[config.mk]
export PLATFORM = sky130hd
export DESIGN_NAME = irq_hub
export DESIGN_NICKNAME = d
export VERILOG_FILES = /design/src/rtl/irq_hub_pkg.sv /design/src/rtl/irq_hub_edge.sv /design/src/rtl/irq_hub_bus.sv /design/src/rtl/irq_hub_pend.sv /design/src/rtl/irq_hub.sv
export SDC_FILE = /design/constraint.sdc
export NUM_CORES = 1
export LEC_CHECK = 0
export ABC_CLOCK_PERIOD_IN_PS = 2700
export BUFFER_PORTS_ARGS = -buffer_cell sky130_fd_sc_hd__buf_2
export CAP_MARGIN = 5
export CORE_ASPECT_RATIO = 0.8
export CORE_MARGIN = 2
export CORE_UTILIZATION = 40
export DETAILED_ROUTE_END_ITERATION = 10
export PLACE_DENSITY = 0.84
export SLEW_MARGIN = 10
export SYNTH_ARGS = -nofsm -noshare
export SYNTH_HDL_FRONTEND = slang
export SYNTH_SLANG_ARGS = --single-unit
[constraint.sdc]
create_clock -name clk_i -period 2.7 [get_ports clk_i]
set_clock_uncertainty 0.05 [all_clocks]
set_input_delay 0.27 -clock clk_i [delete_from_list [all_inputs] [get_ports clk_i]]
set_output_delay 0.27 -clock clk_i [all_outputs]
set_load 0.02 [all_outputs]
[src/rtl/irq_hub_pkg.sv]
package irq_hub_pkg;
  localparam int unsigned HUB_SRC_N  = 4;
  localparam int unsigned HUB_DATA_W = 32;
  localparam int unsigned HUB_ADR_W  = 2;

  typedef enum logic [HUB_ADR_W-1:0] {
    WORD_OFF  = 2'd0,
    WORD_ON   = 2'd1,
    WORD_MASK = 2'd2,
    WORD_PEND = 2'd3
  } hub_word_e;
endpackage

[src/rtl/irq_hub_edge.sv]
module irq_hub_edge #(
  parameter int unsigned N = 4
) (
  input  logic         clk_i,
  input  logic         rst_ni,
  input  logic [N-1:0] evt_i,
  output logic [N-1:0] rise_o
);
  logic [N-1:0] evt_q;

  for (genvar k = 0; k < N; k++) begin : g_src
    always_ff @(posedge clk_i or negedge rst_ni) begin
      if (!rst_ni) evt_q[k] <= 1'b0;
      else         evt_q[k] <= evt_i[k];
    end
    assign rise_o[k] = evt_i[k] & ~evt_q[k];
  end
endmodule

[src/rtl/irq_hub_bus.sv]
module irq_hub_bus
  import irq_hub_pkg::*;
#(
  parameter int unsigned N      = 4,
  parameter int unsigned DATA_W = 32
) (
  input  logic              clk_i,
  input  logic              rst_ni,
  input  logic              bus_cyc_i,
  input  logic              bus_stb_i,
  input  logic              bus_we_i,
  input  logic [1:0]        bus_adr_i,
  input  logic [DATA_W/8-1:0] bus_sel_i,
  input  logic [DATA_W-1:0] bus_dat_i,
  output logic [DATA_W-1:0] bus_dat_o,
  output logic              bus_ack_o,
  input  logic [N-1:0]      pend_i,
  output logic [N-1:0]      mask_o,
  output logic [N-1:0]      clr_o
);
  localparam int unsigned PAD_W = DATA_W - N;

  logic         acc, wr;
  logic [N-1:0] wbits;
  hub_word_e    word;

  assign acc  = bus_cyc_i & bus_stb_i;
  assign wr   = acc & bus_we_i;
  assign word = hub_word_e'(bus_adr_i);

  for (genvar k = 0; k < N; k++) begin : g_wbit
    assign wbits[k] = bus_dat_i[k] & bus_sel_i[k/8];
  end

  assign clr_o = (wr && word == WORD_PEND) ? wbits : '0;

  always_ff @(posedge clk_i or negedge rst_ni) begin
    if (!rst_ni) begin
      mask_o <= '0;
    end else if (wr) begin
      case (word)
        WORD_ON:  mask_o <= mask_o | wbits;
        WORD_OFF: mask_o <= mask_o & ~wbits;
        default:  mask_o <= mask_o;
      endcase
    end
  end

  always_ff @(posedge clk_i or negedge rst_ni) begin
    if (!rst_ni) begin
      bus_ack_o <= 1'b0;
      bus_dat_o <= '0;
    end else begin
      bus_ack_o <= acc;
      if (acc && !bus_we_i) begin
        case (word)
          WORD_MASK: bus_dat_o <= {{PAD_W{1'b0}}, mask_o};
          WORD_PEND: bus_dat_o <= {{PAD_W{1'b0}}, pend_i};
          default:   bus_dat_o <= '0;
        endcase
      end
    end
  end

  a_r9_ack_after_strobe: assert property (@(posedge clk_i) disable iff (!rst_ni)
    bus_ack_o |-> $past(bus_cyc_i && bus_stb_i));

  a_r8_upper_zero: assert property (@(posedge clk_i) disable iff (!rst_ni)
    bus_ack_o |-> (bus_dat_o[DATA_W-1:N] == '0));

  a_r4_wo_reads_zero: assert property (@(posedge clk_i) disable iff (!rst_ni)
    (bus_ack_o && $past(!bus_we_i && bus_adr_i[1] == 1'b0)) |-> (bus_dat_o == '0));

  a_r5_mask_hold: assert property (@(posedge clk_i) disable iff (!rst_ni)
    !(wr && (word == WORD_ON || word == WORD_OFF)) |=> $stable(mask_o));
endmodule

[src/rtl/irq_hub_pend.sv]
module irq_hub_pend #(
  parameter int unsigned N = 4
) (
  input  logic         clk_i,
  input  logic         rst_ni,
  input  logic [N-1:0] rise_i,
  input  logic [N-1:0] clr_i,
  input  logic [N-1:0] mask_i,
  output logic [N-1:0] pend_o,
  output logic         irq_o
);
  for (genvar k = 0; k < N; k++) begin : g_bit
    always_ff @(posedge clk_i or negedge rst_ni) begin
      if (!rst_ni)        pend_o[k] <= 1'b0;
      else if (rise_i[k]) pend_o[k] <= 1'b1;
      else if (clr_i[k])  pend_o[k] <= 1'b0;
    end

    a_r1_edge_sets: assert property (@(posedge clk_i) disable iff (!rst_ni)
      rise_i[k] |=> pend_o[k]);

    a_r6_clear_drops: assert property (@(posedge clk_i) disable iff (!rst_ni)
      (clr_i[k] && !rise_i[k]) |=> !pend_o[k]);

    a_r6_sticky: assert property (@(posedge clk_i) disable iff (!rst_ni)
      (pend_o[k] && !clr_i[k]) |=> pend_o[k]);
  end

  assign irq_o = |(pend_o & mask_i);

  a_r7_irq_needs_pending: assert property (@(posedge clk_i) disable iff (!rst_ni)
    irq_o |-> (pend_o != '0) && (mask_i != '0));
endmodule

[src/rtl/irq_hub.sv]
module irq_hub
  import irq_hub_pkg::*;
#(
  parameter int unsigned SRC_N  = HUB_SRC_N,
  parameter int unsigned DATA_W = HUB_DATA_W
) (
  input  logic                clk_i,
  input  logic                rst_ni,
  input  logic                bus_cyc_i,
  input  logic                bus_stb_i,
  input  logic                bus_we_i,
  input  logic [1:0]          bus_adr_i,
  input  logic [DATA_W/8-1:0] bus_sel_i,
  input  logic [DATA_W-1:0]   bus_dat_i,
  output logic [DATA_W-1:0]   bus_dat_o,
  output logic                bus_ack_o,
  output logic                bus_stall_o,
  output logic                bus_err_o,
  output logic                bus_rty_o,
  input  logic [SRC_N-1:0]    evt_i,
  output logic                irq_o
);
  logic [SRC_N-1:0] rise, clr, mask, pend;

  assign bus_stall_o = 1'b0;
  assign bus_err_o   = 1'b0;
  assign bus_rty_o   = 1'b0;

  irq_hub_edge #(.N(SRC_N)) u_edge (
    .clk_i (clk_i),
    .rst_ni(rst_ni),
    .evt_i (evt_i),
    .rise_o(rise)
  );

  irq_hub_bus #(.N(SRC_N), .DATA_W(DATA_W)) u_bus (
    .clk_i    (clk_i),
    .rst_ni   (rst_ni),
    .bus_cyc_i(bus_cyc_i),
    .bus_stb_i(bus_stb_i),
    .bus_we_i (bus_we_i),
    .bus_adr_i(bus_adr_i),
    .bus_sel_i(bus_sel_i),
    .bus_dat_i(bus_dat_i),
    .bus_dat_o(bus_dat_o),
    .bus_ack_o(bus_ack_o),
    .pend_i   (pend),
    .mask_o   (mask),
    .clr_o    (clr)
  );

  irq_hub_pend #(.N(SRC_N)) u_pend (
    .clk_i (clk_i),
    .rst_ni(rst_ni),
    .rise_i(rise),
    .clr_i (clr),
    .mask_i(mask),
    .pend_o(pend),
    .irq_o (irq_o)
  );
endmodule

==> Yosys cells after proc, flatten, opt, wreduce, memory -nomap -nowiden <==
Index checks and enable logic that the tools add are counted.
{ "totals": {"elab_cells": 54, "regBits": 45} }
{ "op_classes": {"reduce_logical": 11, "n_eq_ne": 3, "bitwise_logic": 18, "n_mux": 11} }
{ "op_table": {"columns": ["operator", "n"], "rows": [
  ["case mux 4 bit (2 select lines)", 2],
  ["bitwise AND 1 bit", 10],
  ["nonzero test 2 bit", 5],
  ["bitwise AND 4 bit", 2],
  ["two-way mux 1 bit", 8],
  ["== test 2 bit (second input constant)", 2],
  ["two-way mux 4 bit", 1],
  ["inverter 1 bit", 4],
  ["inverter 4 bit", 1],
  ["OR 4 bit", 1],
  ["OR reduction 4 bit", 1],
  ["== test 2 x 1 -> 1 bit (second input constant)", 1],
  ["logical AND 1 bit", 2],
  ["zero test 2 bit", 1],
  ["AND reduction 2 bit", 1],
  ["zero test 1 bit", 1]
]} }

==> Logic depth before layout (Yosys ltp) <==
{ "depth": {"word_depth": 6, "mapped_depth": 4, "mapped_depth_nobuf": 3} }

==> Cells and area by module <==
Synthesis repeated with hierarchy kept, for this count alone.
{ "hier_totals": {"hier_cells": 98, "area_unflattened_um2": 1039.7} }
{ "modules_own_cells": {"columns": ["mod", "cells_each", "seq_area_each_um2", "instances", "area_each_um2"], "rows": [
  ["irq_hub_bus", 71, 225.2, 1, 693.2],
  ["irq_hub_pend", 15, 100.1, 1, 165.2],
  ["irq_hub_edge", 8, 100.1, 1, 155.1],
  ["irq_hub", 4, 0.0, 1, 26.3]
]} }

==> Least setup slack after synthesis <==
No wires, ideal clock.
{ "synth_timing": {"path_type": "input to register", "startpoint": "input port bus_adr_i[1]", "endpoint": "register with a tool-made name", "path_stages": 3, "path_slack_ps": 1663, "arrival_time_ps": 859, "setup_time_ps": 127, "cell_sequence": "nand4b_4 -> nor2_1 -> mux2_1"} }
{ "synth_rtl": {"columns": ["element", "line_no", "text"], "rows": [
  ["start, declared", "irq_hub.sv:12", "input logic [1:0] bus_adr_i,"]
]} }

==> Final worst setup path <==
{ "layout_timing": {"startpoint": "register u_pend.pend_o[1]", "endpoint": "output port irq_o"} }
{ "layout_via": {"elab_chain_len": 2} }
{ "layout_lines": {"columns": ["element", "line_no", "text"], "rows": [
  ["start, declared", "irq_hub_pend.sv:9", "output logic [N-1:0] pend_o,"],
  ["start signal, assigned by index", "irq_hub_pend.sv:14", "if (!rst_ni) pend_o[k] <= 1'b0;"],
  ["start signal, assigned by index", "irq_hub_pend.sv:15", "else if (rise_i[k]) pend_o[k] <= 1'b1;"],
  ["start signal, assigned by index", "irq_hub_pend.sv:16", "else if (clr_i[k]) pend_o[k] <= 1'b0;"],
  ["bitwise AND 4 bit", "irq_hub_pend.sv:29", "assign irq_o = |(pend_o & mask_i);"],
  ["OR reduction 4 bit", "irq_hub_pend.sv:29", null],
  ["end, declared", "irq_hub.sv:21", "output logic irq_o"]
]} }
No other way between the ends.

==> metrics.md <==
| Metric | Value |
|---|---|
| Clock tree sinks | `17` |
| Final net count | `166` |
| CTS Buffer Depth | `2` |
| Area delta synth->final | `5.07%` |
| Initial Util | `0.434` |
| Seq cells post-synth | `17` |
| Worst EP arrival | `1150 ps` |
| Total gr overflow | `0` |
| Maximum vdd ir drop | `0.000440 V` |
| Hold Crit Start | `evt_i[0]` |
| Largest net degree at the start of global routing | `18` |
| Max Cap Viol | `0` |
| Post-synthesis sequential area ratio | `0.442` |
| Worst r2r dst | `u_bus.bus_dat_o[2]$_DFFE_PN0P_` |
| Fin Setup TNS | `0 ps` |
| Drt first-iter violations | `20` |
| Hpwl dp | `1.24 mm` |
| Setup violators final | `0` |
| Switching Fraction | `0.334` |
| Mapped Area | `962 um^2` |
| Worst path required time | `2380 ps` |
| Final Cycle Share | `0.544` |
| Fin. Hold Viols | `0` |
| Placed Area | `971 um^2` |
| Later-pin clock latency in the skew report | `290 ps` |
| Net load switching power | `0.000191 W` |
| TritonCTS clock tree | `built` |
| Vias per cell | `4.34` |
| Vias in the first global route | `487` |
| Initial antenna violation count | `0` |
| H-tree levels | `1` |
| DRC viols | `5` |
| Seq pwr share | `0.515` |
| Die ar. | `2820 um^2` |
| Post-CTS sizing | `0` |
| Critical path endpoint category | `output port` |
| Hold depth | `1` |
| Status | `complete, but fails checks` |
| Total CTS buffers | `3` |
| FMAX | `0.680 GHz` |
| Path depth of the worst reg2reg path | `3` |
| Antenna Cells | `0` |
| IO Pins | `84` |
| P_int | `0.000381 W` |
| Lkg Pwr | `0.549 nW` |
| Gr usage total | `0.109` |
| Slowest stage delay, CP | `420 ps` |
| Post-cts hold buffer count | `1` |
| CP Launch Type | `flip-flop` |
| CORE AREA | `2210 um^2` |
| Final Max Tran Viols | `0` |
| Die height | `47.9 um` |
| Combinational group share of total power | `0.244` |
| Worst R2R Setup Slack | `1720 ps` |
| R2R Path Start | `u_pend.pend_o[2]$_DFFE_PN0P_` |
| Most frequent cells in the layout | `conb_1, buf_2, dfrtp_1` |
| Via count of the routed design | `621` |
| Worst-path cell chain | `a22oi_1, nand2_1, buf_2` |
| First-pass GRT wire length | `2.15 mm` |
| Failing checks | `design-rule violations` |
| PortBufs | `21` |
| Critical path's slowest cell | `dfrtp_1` |
| Buffers inserted by post-CTS timing repair | `0` |
| Hold Path Class | `input port to flip-flop` |
| Synth Instances | `94` |
| Final ANT Viol Nets | `0` |
| Synth Warn # | `0` |
| Final min period | `1470 ps` |
| Pre-Repair DR Iteration Count | `9` |
| Hold path endpoint | `u_edge.evt_q[0]$_DFF_PN0_` |
| CP max FO | `3` |
| Row cnt | `15` |
| Share of cells above drive strength 1 | `0.220` |
| Clock transition at path regs | `110 ps` |
| Die X | `58.8 um` |
| Clock Power Share | `0.242` |
| Commonest non-fill, non-tap cell in the layout | `conb_1` |
| WL per Instance | `10.2 um` |
| RSZ-0062 raised after global routing | `no` |
| Power per cell area | `565 nW/um^2` |
| Finished layout cell area | `1010 um^2` |
| Routed wire length | `1.46 mm` |
| Crit path kind | `flip-flop to output port` |
| Final GP Congestion | `0.737` |
| Syn_area_per_cell | `10.2 um^2` |
| Unique cell type count in the Yosys netlist | `15` |
| Clk root buf | `clkbuf_4` |
-- Yosys cell counts --
cell	number	share of area
mux2i_1	4	0.042
buf_4	32	0.25
nand3b_1	1	0.0078
conb_1	1	0.0039
a22o_1	4	0.036
nand3_1	1	0.0052
o31ai_1	4	0.031
o21ai_0	4	0.021
inv_1	5	0.020
nand2_1	6	0.023
nand4b_4	1	0.025
a22oi_1	2	0.016
dfrtp_1	17	0.44
mux2_1	4	0.047
nor2_1	8	0.031
-- cell families after synthesis --
logic type | after synthesis | synth area share
compound gates | 14 | 0.104
mux | 8 | 0.0884
buf+inv | 37 | 0.269
flops | 17 | 0.442
other cells | 1 | 0.00390
simple gates | 17 | 0.0923
-- worst max path at each step --
stage	from	end	slack (ps)	cells after the start
6_report	u_pend.pend_o[1]$_DFFE_PN0P_	irq_o	1230	3
4_1_cts	u_pend.pend_o[1]$_DFFE_PN0P_	irq_o	1230	3
5_1_grt	u_pend.pend_o[3]$_DFFE_PN0P_	irq_o	1110	3
3_5_place_dp	bus_adr_i[1]	flip-flop	1440	4
2_1_floorplan	bus_adr_i[1]	flip-flop	1660	3
3_3_place_gp	bus_adr_i[1]	flip-flop	1480	4
-- critical path: cells and delay by family (launching register included) --
kind	cells	cell delay, ps
and+or+nand+nor	1	90
buffers and inverters	1	170
AOI/OAI and AO/OA	1	180
DFF	1	420
-- layer usage --
metal  part of all wire  wire [um]  track usage
met2               0.47        681        0.182
met4                  0          0       0.0273
met1               0.42        610        0.126
met5                  0          0            0
met3               0.12        170       0.0568
-- final cells by class --
| cell class | instances | area (um^2) |
|---|---|---|
| timing repair buffer | 22 | 115 |
| multi-input combinational | 70 | 390 |
| clock inverter | 1 | 7.51 |
| tap | 25 | 31.3 |
| fill | 217 | 1200 |
| clock buffer | 3 | 22.5 |
| sequential | 17 | 425 |
| inverter | 5 | 18.8 |
-- metrics by stage --
stage	setup slack, ps	hold WS [ps]	power (W)	utilization	cells
floorplan	1660	-75.6	0.000429	-	124
global placement	1480	141	0.000432	0.438	138
detailed placement	1440	157	0.000438	0.438	138
CTS	1230	28.3	0.000579	0.456	143
global route	1110	7.05	0.000611	0.456	143
finish	1230	35.0	0.000572	0.456	143
-- power by group through the flow --
stage / Combinational, W / Sequential, W / Clock, W
after detailed placement: 0.000138 / 0.000300 / 0
after global routing: 0.000153 / 0.000299 / 0.000159
after global placement: 0.000134 / 0.000298 / 0
after CTS: 0.000139 / 0.000295 / 0.000145
after floorplan: 0.000120 / 0.000309 / 0
final: 0.000139 / 0.000294 / 0.000138
(Power assumes the default switching activity.)
